$ cat src/rtl/ipm_pkg.sv
package ipm_pkg;
  localparam int unsigned IPM_LINES = 8;
  localparam int unsigned IPM_BUS_W = 8;

  typedef enum logic {
    IRQ_ACTIVE = 1'b0,
    IRQ_QUIET  = 1'b1
  } irq_level_e;
endpackage

$ cat src/rtl/ipm_rst_sync.sv
module ipm_rst_sync #(
  parameter int unsigned STAGES = 2
) (
  input  logic clk,
  input  logic arst_n,
  output logic rst_n_o
);
  logic [STAGES-1:0] chain_q;
  logic [STAGES-1:0] chain_d;

  always_comb begin
    chain_d = {chain_q[STAGES-2:0], 1'b1};
  end

  always_ff @(posedge clk or negedge arst_n) begin
    if (!arst_n) chain_q <= '0;
    else         chain_q <= chain_d;
  end

  assign rst_n_o = chain_q[STAGES-1];
endmodule

$ cat src/rtl/ipm_prio_enc.sv
module ipm_prio_enc #(
  parameter int unsigned LINES = 8,
  localparam int unsigned LVL_W = $clog2(LINES)
) (
  input  logic [LINES-1:0] req,
  output logic             any_o,
  output logic [LVL_W-1:0] lvl_o
);
  always_comb begin
    any_o = 1'b0;
    lvl_o = LVL_W'(LINES - 1);
    for (int i = LINES - 1; i >= 0; i--) begin
      if (req[i]) begin
        any_o = 1'b1;
        lvl_o = LVL_W'(i);
      end
    end
  end

  // the reported line is set, and nothing more urgent is set
  always_comb begin
    if (any_o) begin
      assert_enc_winner_R8: assert (req[lvl_o] &&
        ((req & ((LINES'(1) << lvl_o) - LINES'(1))) == '0));
    end
  end
endmodule

$ cat src/rtl/ipm_thr_reg.sv
module ipm_thr_reg #(
  parameter int unsigned THR_W = 4
) (
  input  logic             clk,
  input  logic             rst_n,
  input  logic             cs,
  input  logic             we,
  input  logic [THR_W-1:0] wr_data,
  output logic [THR_W-1:0] thr_o
);
  logic [THR_W-1:0] thr_q;
  logic [THR_W-1:0] thr_d;
  logic             load_en;

  always_comb begin
    load_en = cs & we;
    thr_d   = thr_q;
    if (load_en) thr_d = wr_data;
  end

  always_ff @(posedge clk or negedge rst_n) begin
    if (!rst_n) thr_q <= '0;
    else        thr_q <= thr_d;
  end

  assign thr_o = thr_q;

  assert_thr_load_R2: assert property (@(posedge clk) disable iff (!rst_n)
    (cs && we) |=> (thr_q == $past(wr_data)));

  assert_thr_hold_R9: assert property (@(posedge clk) disable iff (!rst_n)
    !(cs && we) |=> $stable(thr_q));
endmodule

$ cat src/rtl/ipm_gate.sv
module ipm_gate #(
  parameter int unsigned LINES = 8,
  parameter int unsigned BUS_W = 8,
  localparam int unsigned LVL_W = $clog2(LINES),
  localparam int unsigned THR_W = $clog2(LINES + 1)
) (
  input  logic             clk,
  input  logic             rst_n,
  input  logic [LINES-1:0] req_act,
  input  logic [THR_W-1:0] thr,
  output logic             irq_n,
  output logic [BUS_W-1:0] rd_data
);
  import ipm_pkg::*;

  localparam logic [BUS_W-1:0] IDLE_WORD = BUS_W'((LINES - 1) * 2);

  logic             any_w;
  logic [LVL_W-1:0] lvl_w;
  logic             pass_w;
  irq_level_e       irq_d, irq_q;
  logic [BUS_W-1:0] rd_d, rd_q;

  ipm_prio_enc #(.LINES(LINES)) u_enc (
    .req   (req_act),
    .any_o (any_w),
    .lvl_o (lvl_w)
  );

  always_comb begin
    pass_w = any_w && (THR_W'(lvl_w) < thr);
    irq_d  = pass_w ? IRQ_ACTIVE : IRQ_QUIET;
    rd_d   = '0;
    rd_d[LVL_W:1] = lvl_w;
  end

  always_ff @(posedge clk or negedge rst_n) begin
    if (!rst_n) begin
      irq_q <= IRQ_QUIET;
      rd_q  <= IDLE_WORD;
    end else begin
      irq_q <= irq_d;
      rd_q  <= rd_d;
    end
  end

  assign irq_n   = irq_q;
  assign rd_data = rd_q;

  assert_irq_below_thr_R3: assert property (@(posedge clk) disable iff (!rst_n)
    (irq_n == 1'b0) |-> (THR_W'(rd_data[LVL_W:1]) < $past(thr)));

  assert_zero_blocks_R6: assert property (@(posedge clk) disable iff (!rst_n)
    ($past(thr) == '0) |-> irq_n);

  assert_idle_word_R8: assert property (@(posedge clk) disable iff (!rst_n)
    ($past(req_act) == '0) |-> (irq_n && (rd_data == IDLE_WORD)));

  assert_rd_format_R8: assert property (@(posedge clk) disable iff (!rst_n)
    (rd_data[0] == 1'b0) && (rd_data[BUS_W-1:LVL_W+1] == '0));
endmodule

$ cat src/rtl/ipm_irq_threshold.sv
module ipm_irq_threshold #(
  parameter int unsigned LINES = ipm_pkg::IPM_LINES,
  parameter int unsigned BUS_W = ipm_pkg::IPM_BUS_W,
  localparam int unsigned THR_W = $clog2(LINES + 1)
) (
  input  logic             clk,
  input  logic             rst_n,
  input  logic [LINES-1:0] req_n,
  input  logic             cs,
  input  logic             we,
  input  logic [THR_W-1:0] wr_data,
  output logic             irq_n,
  output logic [BUS_W-1:0] rd_data
);
  logic             core_rst_n;
  logic [LINES-1:0] cap_q;
  logic [LINES-1:0] cap_d;
  logic [THR_W-1:0] thr_w;

  ipm_rst_sync #(.STAGES(2)) u_rst (
    .clk     (clk),
    .arst_n  (rst_n),
    .rst_n_o (core_rst_n)
  );

  always_comb begin
    cap_d = ~req_n;
  end

  always_ff @(posedge clk or negedge core_rst_n) begin
    if (!core_rst_n) cap_q <= '0;
    else             cap_q <= cap_d;
  end

  ipm_thr_reg #(.THR_W(THR_W)) u_thr (
    .clk     (clk),
    .rst_n   (core_rst_n),
    .cs      (cs),
    .we      (we),
    .wr_data (wr_data),
    .thr_o   (thr_w)
  );

  ipm_gate #(.LINES(LINES), .BUS_W(BUS_W)) u_gate (
    .clk     (clk),
    .rst_n   (core_rst_n),
    .req_act (cap_q),
    .thr     (thr_w),
    .irq_n   (irq_n),
    .rd_data (rd_data)
  );

  assert_capture_R10: assert property (@(posedge clk) disable iff (!core_rst_n)
    1'b1 |=> (cap_q == ~$past(req_n)));
endmodule

$ cat config.mk
export PLATFORM = sky130hd
export DESIGN_NAME = ipm_irq_threshold
export DESIGN_NICKNAME = d
export VERILOG_FILES = /design/src/rtl/ipm_pkg.sv /design/src/rtl/ipm_rst_sync.sv /design/src/rtl/ipm_prio_enc.sv /design/src/rtl/ipm_thr_reg.sv /design/src/rtl/ipm_gate.sv /design/src/rtl/ipm_irq_threshold.sv
export SDC_FILE = /design/constraint.sdc
export NUM_CORES = 1
export LEC_CHECK = 0
export CAP_MARGIN = 20
export CORE_MARGIN = 3
export CORE_UTILIZATION = 46
export CTS_CLUSTER_DIAMETER = 50
export DETAILED_ROUTE_END_ITERATION = 10
export PLACE_DENSITY = 0.81
export SLEW_MARGIN = 0
export SYNTH_ARGS = -nofsm -noshare
export SYNTH_HDL_FRONTEND = slang
export SYNTH_SLANG_ARGS = --single-unit
$ cat constraint.sdc
create_clock -name clk -period 1 [get_ports clk]
set_input_delay 0.1 -clock clk [delete_from_list [all_inputs] [get_ports clk]]
set_output_delay 0.1 -clock clk [all_outputs]
set_load 0.005 [all_outputs]
# After elaboration in Yosys (flattened, before gate mapping)
# Index checks and enable logic that the tools add are counted.
# totals
register_bits	18
in_bits	16
output_inout_bits	9
wordCells	25
# classes
order_cmp	1
muxes	16
n_bitwise	2
n_reduce_logical	1
# op_table
op	count
3-bit 2-to-1 mux	6
1-bit 2-to-1 mux	10
8-bit NOT	1
3-bit by 4-bit < comparator with 1-bit output	1
1-bit bitwise AND	1
1-bit logical AND	1

# Depth between registers and ports, before layout
# depth
depth_word	10
depth_mapped	6
ltp_nobuf	6

# Modules after synthesis
# A second synthesis with hierarchy kept.
# unflattened
cells_unflattened	58
hier_area_um2	723.2
# modules_own_cells
mod	n_inst	cells_each	area_each_um2	seq_area_each_um2
ipm_irq_threshold	1	16	230.2	200.2
ipm_gate	1	19	211.5	105.1
ipm_thr_reg	1	9	166.4	100.1
ipm_prio_enc	1	11	61.3	0.0
ipm_rst_sync	1	3	53.8	50.0

# Worst setup path after synthesis
# No wires, ideal clock.
# synth_timing
path_type	register -> register
start	reg cap_q[2]
end	reg u_gate.irq_q, in the netlist u_gate.irq_n
setup_time_ns	0.093
t_arrival_ns	1.264
t_required_ns	0.907
slack_ns	-0.357
path_stages_with_launch	5
n_path_buf	0
period_less_slack_ns	1.357
cell_sequence	dfrtp_1 -> nor4_2 -> ha_1 -> a21oi_1 -> o221ai_1
# synth_via
elab_chain_len	6
elab_cells_between_ends	9
classes_between	order compare (1); mux (7); reduce/logical (1)
# synth_rtl
item	line_no	rtl
start, declared	ipm_irq_threshold.sv:16	logic [LINES-1:0] cap_q;
start signal, assigned	ipm_irq_threshold.sv:32	else cap_q <= cap_d;
3-bit 2-to-1 mux (3 in series)	ipm_prio_enc.sv:13	if (req[i]) begin
via u_gate.lvl_w[2]	ipm_gate.sv:19	logic [LVL_W-1:0] lvl_w;
3-bit by 4-bit < comparator with 1-bit output	ipm_gate.sv:31	pass_w = any_w && (THR_W'(lvl_w) < thr);
1-bit logical AND	ipm_gate.sv:31	
1-bit 2-to-1 mux	ipm_gate.sv:32	irq_d = pass_w ? IRQ_ACTIVE : IRQ_QUIET;
via u_gate.irq_d	ipm_gate.sv:21	irq_level_e irq_d, irq_q;
end signal, assigned	ipm_gate.sv:42	irq_q <= irq_d;
end, declared	ipm_gate.sv:21	
# The timed path passes the listed nets, and every way through them passes these cells.
# A chain may end at the register's enable or synchronous reset.

# Worst setup path in the final report
# layout_timing
start	reg cap_q[0]
end	reg u_gate.irq_q, in the netlist u_gate.irq_n
# layout_via
elab_chain_len	4
elab_cells_between_ends	5
classes_between	order compare (1); mux (3); reduce/logical (1)
# layout_rtl
item	line_no
3-bit 2-to-1 mux	ipm_prio_enc.sv:13
via u_gate.lvl_w[2]	ipm_gate.sv:19
3-bit by 4-bit < comparator with 1-bit output	ipm_gate.sv:31
1-bit logical AND	ipm_gate.sv:31
1-bit 2-to-1 mux	ipm_gate.sv:32
via u_gate.irq_d	ipm_gate.sv:21
# The timed path passes the listed nets, and every way through them passes these cells.

==> results.ini <==
[drt]
vias = 476
viasPerCell = 4.58
wl_per_cell_microns = 11.3
drc = 0
first_iter_violations = 0
wirelength_mm = 1.18
antenna_left = 0
dr.pass1.iters = 1

[power_and_ir_drop]
p_seq_share_pct = 59.1
intPower_uw = 1090
pwr_density_cell_nw_per_um2 = 1380
power.switching_uw = 329
p_leak_uw = 0.000485
pwr-share-comb_pct = 15.1
vdd_drop_max_uv = 823
p_clk_share_pct = 25.8
swShare_pct = 23.2

[global_route]
gr-total-overflow = 0
grt_pass1_vias = 520
grt_start_max_net_pins = 11
grt_pass1_wl_mm = 2.05
antenna_found_initial = 0
track_usage_pct = 14.2

[setup_path]
critPathSlowestCell = dfrtp_1
critPathArrivalTime_ns = 1.58
critPathMaxStageDelay_ns = 0.42
path_class = reg -> reg
cp_max_fo = 2
cp.buffers_inverters = 0
cp_cell_sequence = nor4_4 -> ha_1 -> a21oi_2 -> o221ai_2
crit_family = flip-flops
critPathLaunchType = register
end_kind = register
required_ns = 1.22

[cts]
path_clk_slew_ns = 0.10
clk_latency_ns = 0.29
cts_tree = built
clockBufferDepth = 2
htree_levels = 1
root_buffer = clkbuf_4
numCtsBuffers = 3
cts.sinks = 18

[sta]
clock.fmax_mhz = 740
hold_violations = 0
period_share_pct = 135
final.setup_skew_ns = 0.0115
setup_ws_ns = -0.351
drv_slew = 0
timing.hold.ws_ns = 0.152
setup_viol = 4
rsz0062_at_grt = yes
fin_crit_ns = 1.35

[finish]
final_util_pct = 74.1
drive_above_1_share_pct = 29.2
stdcell_count = 104
nFillCells = 99
final_net_count = 108
diodes = 0
syn_to_final_growth_pct = 42.7

[yosys]
syn_avg_cell_area_sq_um = 12.2
ys_ff_latch = 18
syn_area_sq_um = 718
synth_cell_types = 19
synth_warnings = 0
postSynthCellCount = 59
yosysSeqAreaShare_pct = 63.4

[floorplanning]
die_h_microns = 45.5
core_area_sq_um = 1380
initial_core_util_pct = 51.9
std_cell_rows = 13
die_area_sq_um = 2070
dieWidth_microns = 45.5
io_pins = 25

[flow_run]
cap_violations = 0

[place]
port_buffers = 19
gp_congestion = 0.744
dpl.hpwl_microns = 928
dp.cells = 98

[run_status]
violations = negative setup slack
status = finished with violations

[hold_path]
hold_path.class = reg -> async

[power groups by stage]
stage | registers, uW | clock network, uW | logic, uW
2_1_floorplan | 846 | 0 | 90.3
3_3_place_gp | 845 | 0 | 192
3_5_place_dp | 848 | 0 | 200
4_1_cts | 834 | 373 | 204
5_1_grt | 846 | 399 | 240
6_report | 837 | 365 | 214
[synth_stat cells (all sizes together)]
cell,instances,share of area [%]
ha,2,3.5
inv,11,5.7
a21oi,2,1.4
o21bai,1,1.0
nor3,2,1.4
o221ai,1,1.2
buf,5,5.2
nand3,1,0.70
mux2,4,6.3
nor4,1,1.7
o21ai,1,1.2
conb,2,1.0
nor2b,2,1.7
dfrtp,14,49
nand2,1,0.52
nor2,3,1.6
dfstp,4,15
nand4b,1,1.2
nor3b,1,1.0
[per-stage QoR]
stage / setup TNS, ns / instance area [sq um] / total power [uW] / setup slack [ns]
final: -0.409 / 1020 / 1420 / -0.351
after global routing: -0.634 / 1020 / 1480 / -0.414
after CTS: -0.432 / 1010 / 1410 / -0.341
after detailed placement: -1.36 / 958 / 1050 / -0.396
after global placement: -1.21 / 958 / 1040 / -0.354
after floorplan: -0.326 / 742 / 936 / -0.326
[layer usage]
metal  up-vias  part of all wire, %  track usage, %
li1        235                    -               -
met1       221                   39            14.9
met2        18                   53            26.5
met3         2                  7.1            2.37
met4         0                 0.76            7.02
met5         -                    0               0
[layout make-up]
type                    count  area [sq um]  share of cell area, %
flip-flops and latches     18           457                   44.6
repair buffers             27           251                   24.5
inverters                  11          41.3                   4.03
clock buffers               4          26.3                   2.56
multi-input cells          29           230                   22.5
well taps                  15          18.8                   1.83
[state kept, by name, summed over array words and instances, names as in the netlist]
register        count
cap_q               8
u_thr.thr_o         4
u_gate.rd_data      3
u_rst.chain_q       2
u_gate.irq_n        1
[layout by cell type (no fill, tap or decap), types with 2 or more instances in the layout]
cell type        netlist  final
conb_1                 2      6
clkdlybuf4s50_1        0     15
buf_4                  5      7
ha_1                   2      2
nor2b_1                2      2
mux2_1                 4      4
nor2_1                 3      2
dfrtp_1               14     13
nor3_2                 0      2
buf_6                  0      3
inv_1                 11     11
clkbuf_4               0      3
dfstp_2                4      4
[kinds of logic after synthesis]
family | Yosys count | share of synthesized area (%)
compound gates | 5 | 4.88
fa+ha+maj | 2 | 3.48
buf+inv | 16 | 11.0
flops | 18 | 63.4
mux | 4 | 6.27
other cells | 2 | 1.05
simple gates | 12 | 9.93
[repair_timing]
item	CTS	global route
gates cloned	0	0
hold buffers	1	0
gates resized for setup	21	5
endpoints found under the hold margin	2	0
pin swaps	1	2
setup endpoints to repair	7	8
buffers inserted	2	1
[worst reg2reg max path, delay by kind of cell, from the launching register on]
kind,cells,cell delay [ns]
adders and majority gates,1,0.30
AOI/OAI and AO/OA,2,0.24
DFF,1,0.42
and+or+nand+nor,1,0.33
[path summary, 6_finish.rpt]
path,startpoint,to,slack [ns],cells after the start
setup / recovery,cap_q[0]$_DFF_PN0_,u_gate.irq_n$_DFF_PN1_,-0.35,4
hold / removal,u_rst.chain_q[1]$_DFF_PN0_,u_thr.thr_o[0]$_DFFE_PN0P_,0.15,0
setup reg to reg,cap_q[0]$_DFF_PN0_,u_gate.irq_n$_DFF_PN1_,-0.35,4
hold reg to reg,u_rst.chain_q[1]$_DFF_PN0_,u_thr.thr_o[0]$_DFFE_PN0P_,0.15,0
max in group asynchronous,rst_n,u_rst.chain_q[0]$_DFF_PN0_,0.40,2
min in group clk,req_n[1],cap_q[1]$_DFF_PN0_,0.27,2
Power figures use the tool's default switching activity.
